File: src/rtl/median_pkg.sv
package median_pkg;

  // Move chosen by one slot on an accepted sample
  typedef enum logic [1:0] {
    MV_HOLD = 2'd0,
    MV_UP   = 2'd1,
    MV_DN   = 2'd2,
    MV_IN   = 2'd3
  } move_e;

endpackage

File: src/rtl/median_evict_scan.sv
// Marks every slot at or below the topmost slot whose age row is saturated.
module median_evict_scan #(
  parameter int W = 5
) (
  input  logic [W-1:0] oldest,
  output logic [W-1:0] gone_at
);

  always_comb begin
    gone_at[0] = oldest[0];
    for (int i = 1; i < W; i++) begin
      gone_at[i] = gone_at[i-1] | oldest[i];
    end
  end

endmodule

File: src/rtl/median_cell.sv
module median_cell
  import median_pkg::*;
#(
  parameter int DW = 8,
  parameter int W  = 5
) (
  input  logic          clk,
  input  logic          rst,
  input  logic          accept,
  input  logic [DW-1:0] din,
  input  logic          flag_above,
  input  logic          flag_below,
  input  logic          gone_here,
  input  logic          gone_above,
  input  logic [DW-1:0] val_above,
  input  logic [W-1:0]  row_above,
  input  logic          empty_above,
  input  logic [DW-1:0] val_below,
  input  logic [W-1:0]  row_below,
  input  logic          empty_below,
  output logic [DW-1:0] val_q,
  output logic [W-1:0]  row_q,
  output logic          empty_q,
  output logic          flag,
  output logic          oldest,
  output logic [DW-1:0] val_nxt
);

  move_e         mv;
  logic [W-1:0]  row_nxt;
  logic          empty_nxt;
  logic [W-1:0]  row_src;

  always_comb begin
    flag   = !empty_q && (val_q < din);
    oldest = row_q[W-1];
  end

  // Local steering from neighbour flags and eviction position
  always_comb begin
    if (gone_here && !flag_below) begin
      mv = MV_DN;
    end else if ((gone_here && !flag && flag_below) ||
                 (!gone_above && flag && !flag_above)) begin
      mv = MV_IN;
    end else if (!gone_above && flag_above) begin
      mv = MV_UP;
    end else begin
      mv = MV_HOLD;
    end
  end

  always_comb begin
    val_nxt   = val_q;
    row_src   = row_q;
    empty_nxt = empty_q;
    unique case (mv)
      MV_UP: begin
        val_nxt   = val_above;
        row_src   = row_above;
        empty_nxt = empty_above;
      end
      MV_DN: begin
        val_nxt   = val_below;
        row_src   = row_below;
        empty_nxt = empty_below;
      end
      MV_IN: begin
        val_nxt   = din;
        row_src   = '0;
        empty_nxt = 1'b0;
      end
      default: ;
    endcase
    // every entry ages by one position per accepted sample
    row_nxt = {row_src[W-2:0], 1'b1};
  end

  always_ff @(posedge clk) begin
    if (rst) begin
      val_q   <= '0;
      row_q   <= '1;
      empty_q <= 1'b1;
    end else if (accept) begin
      val_q   <= val_nxt;
      row_q   <= row_nxt;
      empty_q <= empty_nxt;
    end
  end

endmodule

File: src/rtl/median_filter_core.sv
module median_filter_core #(
  parameter int DW = 8,
  parameter int K  = 2
) (
  input  logic          clk,
  input  logic          rst,
  input  logic          in_valid,
  input  logic [DW-1:0] in_sample,
  output logic          out_valid,
  output logic [DW-1:0] out_median
);

  localparam int W  = 2 * K + 1;
  localparam int CW = $clog2(W + 1);

  logic [W-1:0][DW-1:0] cell_val;
  logic [W-1:0][DW-1:0] cell_nxt;
  logic [W-1:0][W-1:0]  cell_row;
  logic [W-1:0]         cell_empty;
  logic [W-1:0]         cell_flag;
  logic [W-1:0]         cell_old;
  logic [W-1:0]         gone;
  logic [CW-1:0]        fill_q;

  median_evict_scan #(.W(W)) scan_i (
    .oldest  (cell_old),
    .gone_at (gone)
  );

  for (genvar i = 0; i < W; i++) begin : g_slot
    logic          fa, ga, ea;
    logic [DW-1:0] va;
    logic [W-1:0]  ra;
    logic          fb, eb;
    logic [DW-1:0] vb;
    logic [W-1:0]  rb;

    if (i == 0) begin : g_top
      assign fa = 1'b0;
      assign ga = 1'b0;
      assign va = '0;
      assign ra = '1;
      assign ea = 1'b1;
    end else begin : g_mid_a
      assign fa = cell_flag[i-1];
      assign ga = gone[i-1];
      assign va = cell_val[i-1];
      assign ra = cell_row[i-1];
      assign ea = cell_empty[i-1];
    end

    if (i == W - 1) begin : g_bot
      assign fb = 1'b1;
      assign vb = '0;
      assign rb = '1;
      assign eb = 1'b1;
    end else begin : g_mid_b
      assign fb = cell_flag[i+1];
      assign vb = cell_val[i+1];
      assign rb = cell_row[i+1];
      assign eb = cell_empty[i+1];
    end

    median_cell #(.DW(DW), .W(W)) cell_i (
      .clk         (clk),
      .rst         (rst),
      .accept      (in_valid),
      .din         (in_sample),
      .flag_above  (fa),
      .flag_below  (fb),
      .gone_here   (gone[i]),
      .gone_above  (ga),
      .val_above   (va),
      .row_above   (ra),
      .empty_above (ea),
      .val_below   (vb),
      .row_below   (rb),
      .empty_below (eb),
      .val_q       (cell_val[i]),
      .row_q       (cell_row[i]),
      .empty_q     (cell_empty[i]),
      .flag        (cell_flag[i]),
      .oldest      (cell_old[i]),
      .val_nxt     (cell_nxt[i])
    );
  end

  always_ff @(posedge clk) begin
    if (rst) begin
      fill_q     <= '0;
      out_valid  <= 1'b0;
      out_median <= '0;
    end else begin
      out_valid <= in_valid && (fill_q >= CW'(W - 1));
      if (in_valid) begin
        out_median <= cell_nxt[K];
        if (fill_q < CW'(W)) fill_q <= fill_q + 1'b1;
      end
    end
  end

endmodule

File: config.mk
export PLATFORM = sky130hd
export DESIGN_NAME = median_filter_core
export DESIGN_NICKNAME = d
export VERILOG_FILES = /design/src/rtl/median_pkg.sv /design/src/rtl/median_evict_scan.sv /design/src/rtl/median_cell.sv /design/src/rtl/median_filter_core.sv
export SDC_FILE = /design/constraint.sdc
export NUM_CORES = 1
export LEC_CHECK = 0
export ABC_AREA = 0
export CORE_MARGIN = 2
export CORE_UTILIZATION = 60
export DETAILED_ROUTE_END_ITERATION = 7
export PLACE_DENSITY = 0.76
export SYNTH_ARGS = -nofsm -noshare
export SYNTH_HDL_FRONTEND = slang
export SYNTH_SLANG_ARGS = --single-unit
File: constraint.sdc
create_clock -name clk -period 3.59 [get_ports clk]
set_clock_uncertainty 0.2 [all_clocks]
set_input_delay 0.5385 -clock clk [delete_from_list [all_inputs] [get_ports clk]]
set_output_delay 0.5385 -clock clk [all_outputs]
set_load 0.05 [all_outputs]
==> out/summary.txt, run 1 <==
area of the core - 8090 um2
Yosys cell types - 58
combinational family with the most area after synthesis - compound AO/OA/AOI/OAI gates
Post-Synthesis Cell Area - 4930 um2
all-layer global routing usage - 0.376
Yosys warning count - 0
Chip Width - 94.7 um
DRC viols - 0
DRC marker count from the first detailed-route iteration - 561
Leak Pwr - 2.17 nW
share of the cycle needed by the critical path after routing - 0.929
detailed placement HPWL - 12.0 mm
share of layout cells above drive strength 1 - 0.143
share of synthesized area spent on multiplexers - 0.00634
number of endpoints with negative hold slack in the final report - 0
wire length of the first global-routing pass - 26.4 mm
RSZ-0062 raised after global routing - false
worst rel slew slack - 0.546
post-cts repair resize count - 0
via count of the routed design - 5431
highest-count cells in the layout ignoring fill and taps - sky130_fd_sc_hd__dfxtp_1, sky130_fd_sc_hd__buf_4, sky130_fd_sc_hd__nand2_1
endpoint kind of the worst setup timing path - flip-flop
number of buffers inserted by hold repair at cts - 0
cell-by-cell listing of the critical path - clkdlybuf4s50_1 -> inv_1 -> ha_1 -> o211ai_1 -> o21ai_0 -> a21oi_1 -> buf_4 -> a32oi_1 -> buf_4 -> a21boi_0 -> o41a_1
number of placed instances, taps included - 756
count of buffers from port buffering - 19
post-CTS setup repair buffer count - 0
Worst EP arrival - 3380 ps
number of nets produced by synthesis - 662
mean routed wirelength per cell - 20.9 um
Cells after Synth - 615
antenna violations before repair - 0
number of antenna cells inserted - 0
flip-flop cell with the highest count after synthesis - sky130_fd_sc_hd__dfxtp_1
Final min period - 3340 ps
leading cell type in the layout, fill and taps excluded - sky130_fd_sc_hd__dfxtp_1
slew at the pin closest to its max-slew limit - 679 ps
number of buffers inserted during clock tree synthesis - 9
GPL Wtd Cong - 1.00
post-CTS clock slew at the launch and capture registers of the worst setup and hold paths - 80 ps
synthesized-area fraction occupied by xor and xnor cells - 0
post-synthesis share of cell area spent on full adders, half adders and majority gates - 0.0913
placed inst area - 5510 um2
setup TNS - 0 ps
sink count of the clock tree - 69
Pwr Total - 0.00225 W
net count of the finished layout - 709
synthesis-to-layout area growth - 15.8%
fmax - 0.300 GHz
Hold/Removal Path Class - flip-flop to flip-flop
clock tree from TritonCTS - done
area share of and/or/nand/nor cells after synthesis - 0.174
effective utilization at floorplan - 0.609
peak ir drop on the vdd network - 0.000188 V
hold path start - g_slot[4].cell_i.row_q[1]
area fraction in compound gates after synthesis - 0.393
CP peak stage delay - 510 ps
total die area - 8960 um2
largest cells by area after synthesis - sky130_fd_sc_hd__dfxtp_1, sky130_fd_sc_hd__ha_1, sky130_fd_sc_hd__a21oi_1, sky130_fd_sc_hd__o21ai_0, sky130_fd_sc_hd__nand2_1
Crit-path slowest cell - sky130_fd_sc_hd__clkdlybuf4s50_1
Critical path buffers and inverters - 4
kind of launch point of the worst setup path - input port
Crit Path Class - input port to flip-flop
remaining number of nets flagged by the antenna check after routing - 0
required time at the endpoint of the critical path - 3630 ps
row cnt - 33
cell type contributing the most total cell area after synthesis - sky130_fd_sc_hd__dfxtp_1
global route overflow - 0
H-Tree Depth - 3
filler instances - 680
hold slack final - 286 ps
start point of the critical path - in_sample[2]
largest net degree at the start of global routing - 42
fin area - 5710 um2
post-synth top area share - 0.280
worst r2r src - g_slot[2].cell_i.val_q[6]
number of synthesized flops with an enable pin - 0
run status - complete, no violations
first-pass iteration count of the detailed router - 8
library cell used as clock root buffer - sky130_fd_sc_hd__clkbuf_8
number of pins exceeding their max-slew limit in the final report - 0
setup violation total in the final timing report - 0
ports placed on the boundary - 20
maximum fanout encountered on the critical timing path - 8
Seq/Total Area, Yosys - 0.280
Non-Filler Instances - 771
maximum buffer depth of the clock tree - 2
Critical Path Most Common Cell - sky130_fd_sc_hd__buf_4
Avg Vias per Cell - 7.04
vias in the first global route - 5296
number of synthesized register bits - 69
cell class contributing the biggest share of worst-path delay - compound AO/OA/AOI/OAI gates
max_cap viols - 0
power density cells - 393 nW/um2
height of the die - 94.7 um
Clk Latency, worst-skew pair - 360 ps
mean cell area of the mapped netlist - 8.02 um2
Post-Route WL - 16.1 mm
Async SR Flop Fraction - 0
==> report_power, final <==
part	internal, W	leakage (nW)	switching [W]
Combinational	0.000265	1.49	0.000386
Clock	0.000353	0.101	0.000322
Sequential	0.000835	0.571	0.0000843
==> cell type report <==
type,instances,area (um2),share of cell area
clock buffer,11,151,0.0265
tap,105,131,0.0230
inverter,23,86.3,0.0151
sequential,69,1380,0.242
clock inverter,4,47.5,0.00833
multi-input combinational,481,3280,0.574
timing repair buffer,78,633,0.111
==> tightest hold or removal path, cell delays in order (launching register included) <==
cell and delay [ps]:
sky130_fd_sc_hd__dfxtp_1 330, sky130_fd_sc_hd__nand2b_1 70, sky130_fd_sc_hd__a21oi_1 50
==> routing by layer <==
metal | vias up | wire, um | GRT usage
li1 | 2518 | - | -
met1 | 2561 | 6560 | 0.479
met2 | 306 | 7780 | 0.640
met3 | 46 | 1370 | 0.0615
met4 | 0 | 412 | 0.134
met5 | - | 0 | 0
==> per-stage QoR <==
stage                      util  setup WS [ps]
final                     0.705            254
after global routing      0.705           69.6
after CTS                 0.705            303
after detailed placement  0.681          -56.9
after global placement    0.681           7.46
after floorplan               -            544
==> sequential cells by signal, summed over array words and instances (netlist names) <==
| signal | count |
|---|---|
| g_slot.cell_i.val_q | 40 |
| g_slot.cell_i.empty_q | 5 |
| out_valid | 1 |
| fill_q | 3 |
| g_slot.cell_i.row_q | 20 |
==> synth_stat cells, types with 3 or more instances <==
cell and count:
sky130_fd_sc_hd__inv_1 23, sky130_fd_sc_hd__nor3_1 24, sky130_fd_sc_hd__o21a_1 6, sky130_fd_sc_hd__o41a_1 8
sky130_fd_sc_hd__or2_2 3, sky130_fd_sc_hd__o22ai_1 14, sky130_fd_sc_hd__buf_2 8, sky130_fd_sc_hd__a211o_1 4
sky130_fd_sc_hd__o41ai_1 3, sky130_fd_sc_hd__o21ai_0 45, sky130_fd_sc_hd__o21ai_1 3, sky130_fd_sc_hd__a21oi_1 50
sky130_fd_sc_hd__nor4_1 9, sky130_fd_sc_hd__a22oi_1 5, sky130_fd_sc_hd__nand2b_1 11, sky130_fd_sc_hd__o221a_2 8
sky130_fd_sc_hd__clkbuf_1 28, sky130_fd_sc_hd__nor2_1 19, sky130_fd_sc_hd__ha_1 36, sky130_fd_sc_hd__o211ai_1 10
sky130_fd_sc_hd__nor3b_1 4, sky130_fd_sc_hd__a31oi_1 30, sky130_fd_sc_hd__a211oi_1 21, sky130_fd_sc_hd__nand3_1 21
sky130_fd_sc_hd__a2111oi_0 5, sky130_fd_sc_hd__and3_1 11, sky130_fd_sc_hd__a32oi_1 10, sky130_fd_sc_hd__dfxtp_1 69
sky130_fd_sc_hd__and2_1 10, sky130_fd_sc_hd__nand2_1 53, sky130_fd_sc_hd__buf_1 3, sky130_fd_sc_hd__or3_1 4
sky130_fd_sc_hd__a221oi_1 8, sky130_fd_sc_hd__a311oi_1 17
==> logic make-up after synthesis <==
group,count (synthesis)
muxes,3
DFF,69
AOI/OAI and AO/OA,269
adders and majority gates,36
buffers and inverters,65
and+or+nand+nor,173
==> path summary, 6_finish.rpt <==
path                                             endpoint  slack [ps]  depth (start not counted)
worst max-delay path            g_slot[2].cell_i.val_q[0]         250                         11
worst min-delay path            g_slot[4].cell_i.row_q[2]         290                          2
worst max register to register  g_slot[2].cell_i.val_q[7]         730                          6
worst min register to register  g_slot[4].cell_i.row_q[2]         290                          2
No activity file was read; power rests on OpenSTA's default activity.
==> run 2: changes to the inputs <==
--- a/config.mk
+++ b/config.mk
@@ -6,7 +6,6 @@
 export NUM_CORES = 1
 export LEC_CHECK = 0
 export ABC_AREA = 0
-export CORE_MARGIN = 2
 export CORE_UTILIZATION = 60
 export DETAILED_ROUTE_END_ITERATION = 7
 export PLACE_DENSITY = 0.76
==> out/summary.txt, run 2 (synthesis results as in run 1) <==
hold endpoint - g_slot[4].cell_i.row_q[3]
RSZ-0062 raised after global routing - false
peak ir drop on the vdd network - 0.000257 V
cell depth of the worst min-delay path - 2
endpoint kind of the worst setup timing path - flip-flop
met2 Track Usage GR - 0.683
kind of launch point of the worst setup path - input port
r2r worst-path depth - 8
net count of the finished layout - 711
flip-flop count of the largest register, all copies and words added - 40
detailed placement HPWL - 12.2 mm
largest net degree at the start of global routing - 42
post-CTS setup repair buffer count - 0
global route overflow - 0
DRC marker count from the first detailed-route iteration - 562
synthesis-to-layout area growth - 16.1%
worst slack at placement - -26.1 ps
Top reg by flops - g_slot.cell_i.val_q
number of buffers inserted by hold repair at cts - 0
max_cap viols - 0
all-layer global routing usage - 0.396
mean routed wirelength per cell - 21.2 um
required time at the endpoint of the critical path - 3650 ps
Final min period - 3300 ps
most crowded layer after global routing - met2
CP peak stage delay - 570 ps
ports placed on the boundary - 20
Crit Path Class - input port to flip-flop
Top Registers - g_slot.cell_i.val_q: 40 flops, g_slot.cell_i.row_q: 20 flops, g_slot.cell_i.empty_q: 5 flops
library cell used as clock root buffer - sky130_fd_sc_hd__clkbuf_8
Avg Vias per Cell - 7.11
DRC viols - 0
count of buffers from port buffering - 19
highest-count cells in the layout ignoring fill and taps - sky130_fd_sc_hd__dfxtp_1, sky130_fd_sc_hd__buf_4, sky130_fd_sc_hd__nand2_1
setup slack of the critical path after layout - 288 ps
Leak Pwr - 2.17 nW
met1 routing resource usage after global routing - 0.496
cell-by-cell listing of the critical path - clkdlybuf4s50_1 -> inv_1 -> ha_1 -> a211oi_1 -> o21a_1 -> o21ai_1 -> buf_4 -> mux2i_1 -> a31oi_1 -> a311oi_1
worst r2r src - g_slot[2].cell_i.val_q[6]
Chip Width - 92.7 um
antenna violations before repair - 0
number of endpoints with negative hold slack in the final report - 0
share of layout cells above drive strength 1 - 0.145
via count of the routed design - 5485
worst rel slew slack - 0.484
Worst EP arrival - 3360 ps
Pwr Total - 0.00224 W
height of the die - 92.7 um
vias in the first global route - 5318
total die area - 8580 um2
Final Util - 0.729
number of pins exceeding their max-slew limit in the final report - 0
maximum buffer depth of the clock tree - 2
first-pass iteration count of the detailed router - 6
post-CTS clock slew at the launch and capture registers of the worst setup and hold paths - 80 ps
maximum fanout encountered on the critical timing path - 9
cell class contributing the biggest share of worst-path delay - compound AO/OA/AOI/OAI gates
effective utilization at floorplan - 0.628
clock tree from TritonCTS - done
number of antenna cells inserted - 0
wire length of the first global-routing pass - 26.8 mm
hold path start - g_slot[4].cell_i.row_q[2]
leading cell type in the layout, fill and taps excluded - sky130_fd_sc_hd__dfxtp_1
Clk Latency, worst-skew pair - 360 ps
run status - complete, no violations
GPL Wtd Cong - 0.960
number of buffers inserted during clock tree synthesis - 9
Crit-path slowest cell - sky130_fd_sc_hd__mux2i_1
R2R setup slack - 620 ps
power density cells - 391 nW/um2
sink count of the clock tree - 69
reg-to-reg endpoint - g_slot[1].cell_i.val_q[4]
H-Tree Depth - 3
share of the cycle needed by the critical path after routing - 0.920
Critical path buffers and inverters - 3
area of the core - 7850 um2
GRT met3 Usage - 0.0755
Post-Route WL - 16.3 mm
Hold/Removal Path Class - flip-flop to flip-flop
post-cts repair resize count - 0
slew at the pin closest to its max-slew limit - 752 ps
remaining number of nets flagged by the antenna check after routing - 0
setup violation total in the final timing report - 0
row cnt - 32
fmax - 0.303 GHz
## run 2: final cells by class
class                   instances  area [um2]
well taps                     102         128
flip-flops and latches         69        1380
multi-input cells             481        3280
clock buffers                  10         128
clock inverters                 6        63.8
repair buffers                 80         661
inverters                      23        86.3
fillers                       655        2120
## run 2: power by group
| group | total (W) | leakage [nW] | internal, W | switching [W] |
|---|---|---|---|---|
| Clock | 0.000655 | 0.0923 | 0.000320 | 0.000335 |
| Combinational | 0.000659 | 1.50 | 0.000271 | 0.000388 |
| Sequential | 0.000921 | 0.571 | 0.000835 | 0.0000866 |
## run 2: worst max path at each step
stage / from / to / slack (ps) / depth (start not counted)
CTS: in_sample[3] / g_slot[1].cell_i.val_q[4] / 320 / 10
floorplan: g_slot[2].cell_i.val_q[6] / g_slot[2].cell_i.val_q[7] / 540 / 8
detailed placement: in_sample[3] / g_slot[1].cell_i.val_q[4] / -30 / 10
global route: in_sample[3] / g_slot[2].cell_i.val_q[4] / 110 / 10
global placement: in_sample[2] / g_slot[2].cell_i.val_q[1] / 30 / 11
finish: in_sample[3] / g_slot[1].cell_i.val_q[4] / 290 / 10
## run 2: worst min-delay path: cells and delay by family (launching register included)
kind | cells | cell delay (ps)
and+or+nand+nor | 1 | 70
AOI/OAI and AO/OA | 1 | 50
DFF | 1 | 330
## run 2: per-layer routing
metal / up-vias / share of wire
met2: 317 / 0.48
met5: - / 0
met1: 2578 / 0.41
met4: 0 / 0.025
li1: 2532 / -
met3: 58 / 0.086
## run 2: per-stage QoR
stage | cells | cell area, um2 | setup TNS, ps | hold slack (ps)
5_1_grt | 771 | 5720 | 0 | 328
6_report | 771 | 5720 | 0 | 293
3_3_place_gp | 755 | 5530 | 0 | 277
4_1_cts | 771 | 5720 | 0 | 298
2_1_floorplan | 615 | 4930 | 0 | 254
3_5_place_dp | 755 | 5530 | -214 | 285
